## src/rtl/pec_pkg.sv

```systemverilog
package pec_pkg;
    localparam int CAUSE_N = 4;
    localparam int CI_OVF  = 0;
    localparam int CI_UNF  = 1;
    localparam int CI_HI   = 2;
    localparam int CI_LO   = 3;

    typedef enum logic [2:0] {
        EV_NONE,
        EV_OVF,
        EV_UNF,
        EV_HI,
        EV_LO
    } ev_e;

    // cause pattern left behind by an event: own bit set, others cleared
    function automatic logic [CAUSE_N-1:0] ev_mask(ev_e e);
        logic [CAUSE_N-1:0] m;
        m = '0;
        case (e)
            EV_OVF:  m[CI_OVF] = 1'b1;
            EV_UNF:  m[CI_UNF] = 1'b1;
            EV_HI:   m[CI_HI]  = 1'b1;
            EV_LO:   m[CI_LO]  = 1'b1;
            default: m = '0;
        endcase
        return m;
    endfunction

    // bits visible in the basic modes
    localparam logic [CAUSE_N-1:0] BASIC_VIS = (CAUSE_N'(1) << CI_OVF) | (CAUSE_N'(1) << CI_HI);
endpackage

```

## src/rtl/pec_stepper.sv

```systemverilog
module pec_stepper
    import pec_pkg::*;
#(
    parameter int W = 32
) (
    input  logic signed [W-1:0] acc,
    input  logic                step,
    input  logic                up,
    input  logic signed [W-1:0] lo_preset,
    input  logic signed [W-1:0] hi_preset,
    input  logic signed [W-1:0] ovf_limit,
    input  logic signed [W-1:0] unf_limit,
    output logic signed [W-1:0] acc_nxt,
    output ev_e                 ev
);
    localparam logic signed [W-1:0] ONE = W'(1);

    logic signed [W-1:0] inc;
    logic signed [W-1:0] dec;

    assign inc = acc + ONE;
    assign dec = acc - ONE;

    always_comb begin
        acc_nxt = acc;
        ev      = EV_NONE;
        if (step) begin
            if (up) begin
                if (acc >= ovf_limit) begin
                    acc_nxt = unf_limit;
                    ev      = EV_OVF;
                end else begin
                    acc_nxt = inc;
                    if (inc == hi_preset) ev = EV_HI;
                end
            end else begin
                if (acc <= unf_limit) begin
                    acc_nxt = ovf_limit;
                    ev      = EV_UNF;
                end else begin
                    acc_nxt = dec;
                    if (dec == lo_preset) ev = EV_LO;
                end
            end
        end
    end
endmodule

```

## src/rtl/pec_cause_next.sv

```systemverilog
module pec_cause_next
    import pec_pkg::*;
(
    input  logic [CAUSE_N-1:0] cause_q,
    input  ev_e                ev,
    input  logic               wr_en,
    input  logic [CAUSE_N-1:0] wr_data,
    output logic [CAUSE_N-1:0] cause_d
);
    always_comb begin
        cause_d = cause_q;
        if (wr_en) cause_d = cause_q & wr_data;
        if (ev != EV_NONE) cause_d = ev_mask(ev);
    end
endmodule

```

## src/rtl/pec_reach.sv

```systemverilog
module pec_reach #(
    parameter int W = 32
) (
    input  logic signed [W-1:0] acc,
    input  logic signed [W-1:0] lo_preset,
    input  logic signed [W-1:0] hi_preset,
    output logic                lo_hit,
    output logic                hi_hit
);
    assign lo_hit = (acc <= lo_preset);
    assign hi_hit = (acc >= hi_preset);
endmodule

```

## src/rtl/pec_top.sv

```systemverilog
module pec_top
    import pec_pkg::*;
#(
    parameter int W      = 32,
    parameter int MODE_W = 4
) (
    input  logic                clk,
    input  logic                rst_n,
    input  logic                run_en,
    input  logic                cnt_en,
    input  logic                cnt_up,
    input  logic [MODE_W-1:0]   mode,
    input  logic signed [W-1:0] lo_preset,
    input  logic signed [W-1:0] hi_preset,
    input  logic signed [W-1:0] ovf_limit,
    input  logic signed [W-1:0] unf_limit,
    input  logic                wr_en,
    input  logic [CAUSE_N-1:0]  wr_data,
    output logic signed [W-1:0] acc_o,
    output logic                lo_reached_o,
    output logic                hi_reached_o,
    output logic [CAUSE_N-1:0]  cause_o,
    output logic                irq_o
);
    localparam logic [MODE_W-1:0] FULL_MIN = MODE_W'(2);

    typedef struct packed {
        logic signed [W-1:0] acc;
        logic [CAUSE_N-1:0]  cause;
        logic                lo_r;
        logic                hi_r;
        logic                irq;
    } st_t;

    st_t st_d, st_q;

    logic                full;
    logic                step;
    logic                up_eff;
    logic signed [W-1:0] acc_nxt;
    ev_e                 ev;
    logic [CAUSE_N-1:0]  cause_d;
    logic                lo_hit, hi_hit;

    assign full   = (mode >= FULL_MIN);
    assign step   = run_en && cnt_en;
    assign up_eff = cnt_up || !full;

    pec_stepper #(.W(W)) u_step (
        .acc       (st_q.acc),
        .step      (step),
        .up        (up_eff),
        .lo_preset (lo_preset),
        .hi_preset (hi_preset),
        .ovf_limit (ovf_limit),
        .unf_limit (unf_limit),
        .acc_nxt   (acc_nxt),
        .ev        (ev)
    );

    pec_cause_next u_cause (
        .cause_q (st_q.cause),
        .ev      (ev),
        .wr_en   (wr_en),
        .wr_data (wr_data),
        .cause_d (cause_d)
    );

    pec_reach #(.W(W)) u_reach (
        .acc       (acc_nxt),
        .lo_preset (lo_preset),
        .hi_preset (hi_preset),
        .lo_hit    (lo_hit),
        .hi_hit    (hi_hit)
    );

    always_comb begin
        st_d       = st_q;
        st_d.irq   = 1'b0;
        st_d.cause = cause_d;
        if (run_en) begin
            st_d.acc  = acc_nxt;
            st_d.lo_r = lo_hit;
            st_d.hi_r = hi_hit;
            st_d.irq  = (ev != EV_NONE);
        end
    end

    always_ff @(posedge clk or negedge rst_n) begin
        if (!rst_n) st_q <= '0;
        else        st_q <= st_d;
    end

    assign acc_o        = st_q.acc;
    assign cause_o      = full ? st_q.cause : (st_q.cause & BASIC_VIS);
    assign lo_reached_o = st_q.lo_r && full;
    assign hi_reached_o = st_q.hi_r;
    assign irq_o        = st_q.irq;
endmodule

```

## config.mk

```make
export PLATFORM = sky130hd
export DESIGN_NAME = pec_top
export DESIGN_NICKNAME = d
export VERILOG_FILES = /design/src/rtl/pec_pkg.sv /design/src/rtl/pec_stepper.sv /design/src/rtl/pec_cause_next.sv /design/src/rtl/pec_reach.sv /design/src/rtl/pec_top.sv
export SDC_FILE = /design/constraint.sdc
export NUM_CORES = 1
export LEC_CHECK = 0
export ABC_AREA = 1
export BUFFER_PORTS_ARGS = -buffer_cell sky130_fd_sc_hd__buf_2
export CORE_ASPECT_RATIO = 1.1
export CORE_MARGIN = 10
export CORE_UTILIZATION = 43
export CTS_BUF_LIST = sky130_fd_sc_hd__clkbuf_4 sky130_fd_sc_hd__clkbuf_8 sky130_fd_sc_hd__clkbuf_16
export CTS_CLUSTER_DIAMETER = 80
export DETAILED_ROUTE_END_ITERATION = 7
export PLACE_DENSITY = 0.67
export SLEW_MARGIN = 10
export SYNTH_ARGS = -nofsm -noshare
export SYNTH_HDL_FRONTEND = slang
export SYNTH_HIERARCHICAL = 1
export SYNTH_SLANG_ARGS = --single-unit
```

## constraint.sdc

```tcl
create_clock -name clk -period 3.8 [get_ports clk]
set_input_delay 0.38 -clock clk [delete_from_list [all_inputs] [get_ports clk]]
set_output_delay 0.38 -clock clk [all_outputs]
set_load 0.005 [all_outputs]
```

======== Word-level counts from Yosys, hierarchy flattened ========
Cells that the tools add are included.
cells by class
  bitwise operators ....................... 1
  $add $sub $neg .......................... 2
  div/mod/pow operators ................... 0
  magnitude comparators ................... 5
  eq/ne operators ......................... 6
  muxes and demuxes ....................... 18
  shift operators ......................... 0
  multiply operators ...................... 0
  reductions and logical operators ........ 6
operators with widths
  operator                 number
  $mux W32                 4
  $eq A32 B32 Y1           2
  $ge A32 B32 Y1           2
  $le A32 B32 Y1           2
  $add A32 B2 Y32 const B  1
  $sub A32 B2 Y32 const B  1
  $mux W3                  5
  $mux W4                  3
  $eq A3 B2 Y1 const B     2
  $mux W1                  5
  $and A4 B4 Y4            1
  $ge A4 B2 Y1 const B     1
  $eq A3 B1 Y1 const B     1
  $eq A3 B3 Y1 const B     1
  $reduce_bool A3 Y1       1
  $logic_and A1 B1 Y1      2
  $mux W2                  1
  $reduce_bool A2 Y1       1
  $logic_not A1 Y1         1
  $logic_or A1 B1 Y1       1
storage, ports and cells
  input port bits ......................... 142
  memory bits (writable) .................. 0
  register bits after elaboration ......... 39
  word-level logic and storage cells ...... 43
  ROM bits ................................ 0
  memories kept ........................... 0
  latch bits .............................. 0
  output and inout port bits .............. 39

======== Logic depth before layout (Yosys ltp) ========
  word-level depth ........................ 9
  mapped depth ............................ 37
  depth with buffers taken out ............ 37

======== Cells and area by module ========
Netlist, hierarchy kept.
modules (own cells, without submodules)
  module          sequential area each (µm²)  area an instance (µm²)  cells an instance  times used
  pec_stepper     0.0                         6,555.0                 1,289              1
  pec_reach       0.0                         1,761.7                 289                1
  pec_top         975.9                       1,756.7                 198                1
  pec_cause_next  0.0                         117.6                   26                 1

======== Worst setup path before layout ========
OpenSTA, ideal clock, no wires.
  path kind ............................... register to register
  from .................................... register st_q, in the netlist acc_o[31]
  to ...................................... register st_q[2] (netlist name)
  library setup time ...................... 127 ps
  required time ........................... 3,673 ps
  arrival ................................. 3,110 ps
  stages on the path, launching flop included .. 24
  path slack .............................. 564 ps
  period minus slack after synthesis ...... 3,236 ps
  path buffers ............................ 1
  path through ............................ dfrtp_1 ha_1 nand2_1 nor2_1 nand4_1 nor4_2 nand4_1 nand3_1 buf_4 nand2_1 nand3_1 nand2_1 nand2_1 nand2_1 ha_1 a21oi_1 o21a_1 nand2_1 a21oi_1 nand2_1 nand2_1 nand3_1 nand2_1 o21ai_0
on the way
  longest elaborated chain between the ends .. 5
  elaborated cells on any way between the ends .. 9
  those cells by class .................... add/sub: 2; order compare: 3; mux: 4
ends and longest elaborated chain
  element                                           line                                  source
  from (decl)                                       pec_top.sv:35                         st_t st_d, st_q;
  from (signal assigned)                            pec_top.sv:91                         else st_q <= st_d;
  $le A32 B32 Y1 or $ge A32 B32 Y1 (tied branches)  pec_stepper.sv:37, pec_stepper.sv:29
  $mux W32 (on tied branches)                       pec_stepper.sv:37, pec_stepper.sv:29
  $mux W32 (*)                                      pec_stepper.sv:28                     if (up) begin
  $mux W32 (*)                                      pec_stepper.sv:27                     if (step) begin
  via acc_nxt[23]                                   pec_top.sv:40                         logic signed [W-1:0] acc_nxt;
  $le A32 B32 Y1 (*)                                pec_reach.sv:10                       assign lo_hit = (acc <= lo_preset);
  via lo_hit                                        pec_top.sv:43                         logic lo_hit, hi_hit;
Mark *: on every way through the listed nets, which the timed path passes. The rest lies on a longest branch.
A chain may end at the register's enable or synchronous reset.

======== Final worst setup path ========
  from .................................... register st_q, in the netlist acc_o[29]
  to ...................................... register st_q, in the netlist hi_reached_o
on the way
  longest elaborated chain between the ends .. 5
  elaborated cells on any way between the ends .. 9
  those cells by class .................... add/sub: 2; order compare: 3; mux: 4
ends and longest elaborated chain
  element                                           line                                  source
  $le A32 B32 Y1 or $ge A32 B32 Y1 (tied branches)  pec_stepper.sv:37, pec_stepper.sv:29
  $mux W32 (on tied branches)                       pec_stepper.sv:37, pec_stepper.sv:29
  $mux W32 (*)                                      pec_stepper.sv:28
  $mux W32 (*)                                      pec_stepper.sv:27
  via acc_nxt[13]                                   pec_top.sv:40
  $ge A32 B32 Y1 (*)                                pec_reach.sv:11                       assign hi_hit = (acc >= hi_preset);
  via hi_hit                                        pec_top.sv:43
Marked as above.

==> results.md <==
* Status: complete, but fails checks
* Failing checks: setup timing
* Worst-Skew Late Latency at 0.31 ns
* Final Hold Vio Count at 0
* Startpoint types: register
* Layout cells sized above 1 at 26.1%
* Worst Path Max Fanout at 5
* Slowest cell delay on critical path at 0.43 ns
* Internal Power at 0.00341 W
* Mapped Cells at 1802
* CP dominant cell by count: nand2_1
* Reg power frac at 9.1%
* Hold WC Path Type: primary input to async pin
* Count of warnings emitted by yosys at 6
* Vias at 12.6k
* Worst setup EP type: register
* ANT nets after route at 0
* Row cnt at 59
* Post-synthesis average cell area at 5.66 µm²
* I/O pins at 181
* Pin count of the biggest net entering global routing at 40
* WHS at 0.188 ns
* Top FF cell, synth: dfrtp_1
* Die height at 181 µm
* Crit share post-route at 107%
* Placed standard-cell area at 12400 µm²
* Ant diodes at 0
* Vias in the first global route at 12.2k
* Clock Power Share at 6.3%
* R2R setup slack at -0.25 ns
* #FFs+latches synth at 39
* Lkg Pwr at 8.03 nW
* Num CTS Buffers at 5
* Tmin final at 4.05 ns
* Core Box Area at 23500 µm²
* Slew margin rel. at 22.7%
* Initial Util at 43.4%
* First-pass GRT wire length at 64.1 mm
* Pins Over Slew Limit at 0
* Synth-to-Final Area Change at 30.3%
* Routability cong. at 0.974
* Final setup fails at 2
* GRT overflow at 0
* Unrepaired setup endpoints after global routing: yes
* Die area at 30300 µm²
* Total Routing Usage GR at 25.9%
* Final setup margin at -0.250 ns
* Post-synthesis sequential area ratio at 9.58%
* Fin util at 56.6%
* Highest clock rate at 247 MHz
* Vias per inst at 5.18
* Max IR drop VDD at 0.286 mV
* Worst-Margin Slew at 1.16 ns
* Sw Ratio at 54.3%
* CTS tree: built
* Synthesized area at 10200 µm²
* Number of synthesized flops with an enable pin at 0
* Max Cap Viol at 0
* Clk slew on worst S/H paths at 0.07 ns
* Fraction of registers with async set/reset at 100%
* Chip Width at 167 µm
* Initial antenna violation count at 0
* First-pass detailed-route iteration total at 6
* Critical Path AT at 4.25 ns
* Commonest non-fill, non-tap cells in the layout: nand2_1, inv_1, buf_4
* CTS Hold Bufs at 0
* Syn Nets at 2074
* Comb power frac at 84.6%
* Pwr Density at 561 nW/µm²
* Dpl ws at -0.493 ns
* Nets at 2391
* Drt total wl at 41.5 mm
* Worst Skew at 0.00803 ns
* H-tree depth at 2
* P_sw at 0.00405 W
* Drt drc at 0
* Slowest cell on crit path: dfrtp_1
* Worst setup path category: register to register
* Synth unique cells at 46
* Required @ worst endpoint at 4.00 ns
* Fin area at 13300 µm²
* Commonest non-fill, non-tap cell in the layout: nand2_1
* CTS sink count at 39
* Routed len/inst at 17.1 µm
* CTS Buffer Depth at 2
* Setup TNS at -0.487 ns
* HPWL after detailed placement at 32.4 mm
* Root Buffer: clkbuf_16
* DR iter-0 viols at 1053
* Port buffer count at 179
* Filler cells at 2433
-- through the flow --
step,power (W),std cells
finish,0.00745,2425
global route,0.00811,2425
CTS,0.00715,2418
detailed placement,0.00609,2396
global placement,0.00601,2396
floorplan,0.00426,1802
-- cells by family after synthesis --
kind of cell / share of synthesized area [%]
AO/OA/AOI/OAI: 5.84
flip-flops: 9.58
adder cells (fa/ha/maj): 16.0
buffers and inverters: 15.5
XOR/XNOR: 4.43
AND/OR/NAND/NOR: 48.7
-- worst max-delay path, delay by kind of cell (launching register included) --
family	cells	cell delay, ns
AND/OR/NAND/NOR	20	1.66
AO/OA/AOI/OAI	3	0.41
adder cells (fa/ha/maj)	2	0.60
buffers and inverters	6	0.85
flip-flops	1	0.43
-- final cells by class --
| type | instances | area [µm²] | area share (%) |
|---|---|---|---|
| multi-input cells | 1411 | 8030 | 60.5 |
| repair buffers | 406 | 2780 | 20.9 |
| flip-flops and latches | 39 | 976 | 7.35 |
| inverters | 256 | 968 | 7.29 |
| well taps | 305 | 382 | 2.87 |
| clock buffers | 5 | 125 | 0.942 |
| clock inverters | 3 | 15.0 | 0.113 |
-- what timing repair did --
| action | CTS | global route |
|---|---|---|
| setup endpoints to repair | 2 | 2 |
| pin swaps | 37 | 24 |
| gates resized for setup | 78 | 31 |
| cloned | 3 | 1 |
| buffers inserted | 11 | 7 |
-- synth_stat cells (12+ instances only) --
cell type	instances	area [µm²]
nand2_1	712	2670
inv_1	245	920
nand3_1	146	731
nor2_1	136	510
ha_1	130	1630
a21oi_1	62	310
nand4_1	53	332
buf_4	50	375
dfrtp_1	39	976
xor2_1	32	280
o21ai_0	21	105
clkbuf_1	18	67.6
nand3b_1	18	135
buf_2	17	85.1
nor2_2	14	87.6
nor3_1	12	60.1
-- worst paths after layout --
path                               from      endpoint  depth (start not counted)
setup / recovery              acc_o[29]  hi_reached_o                         31
hold / removal                    rst_n     acc_o[26]                          2
setup reg to reg              acc_o[29]  hi_reached_o                         31
hold reg to reg            hi_reached_o  hi_reached_o                          2
max in group asynchronous         rst_n     acc_o[12]                          2
min in group clk                  wr_en       st_q[6]                          4
-- metal layers --
layer	up-vias	wire length (µm)	share of wire [%]	GRT usage, %
met2	502	19800	48	44.6
met1	5715	17100	41	31.4
met4	0	1680	4.0	11.1
met5	-	0	0	0
li1	6264	-	-	-
met3	80	2990	7.2	3.76
-- flip-flops by register name (all words and copies together), names as in the netlist --
name / flops
acc_o: 32
st_q: 5
hi_reached_o: 1
irq_o: 1
-- power groups by stage --
stage                     Combinational, W  Sequential [W]  Clock, W
after floorplan                    0.00356        0.000703         0
after global placement             0.00533        0.000680         0
after detailed placement           0.00540        0.000685         0
after CTS                          0.00600        0.000676  0.000474
after global routing               0.00692        0.000696  0.000490
final                              0.00631        0.000677  0.000470
Power figures use the tool's default switching activity.
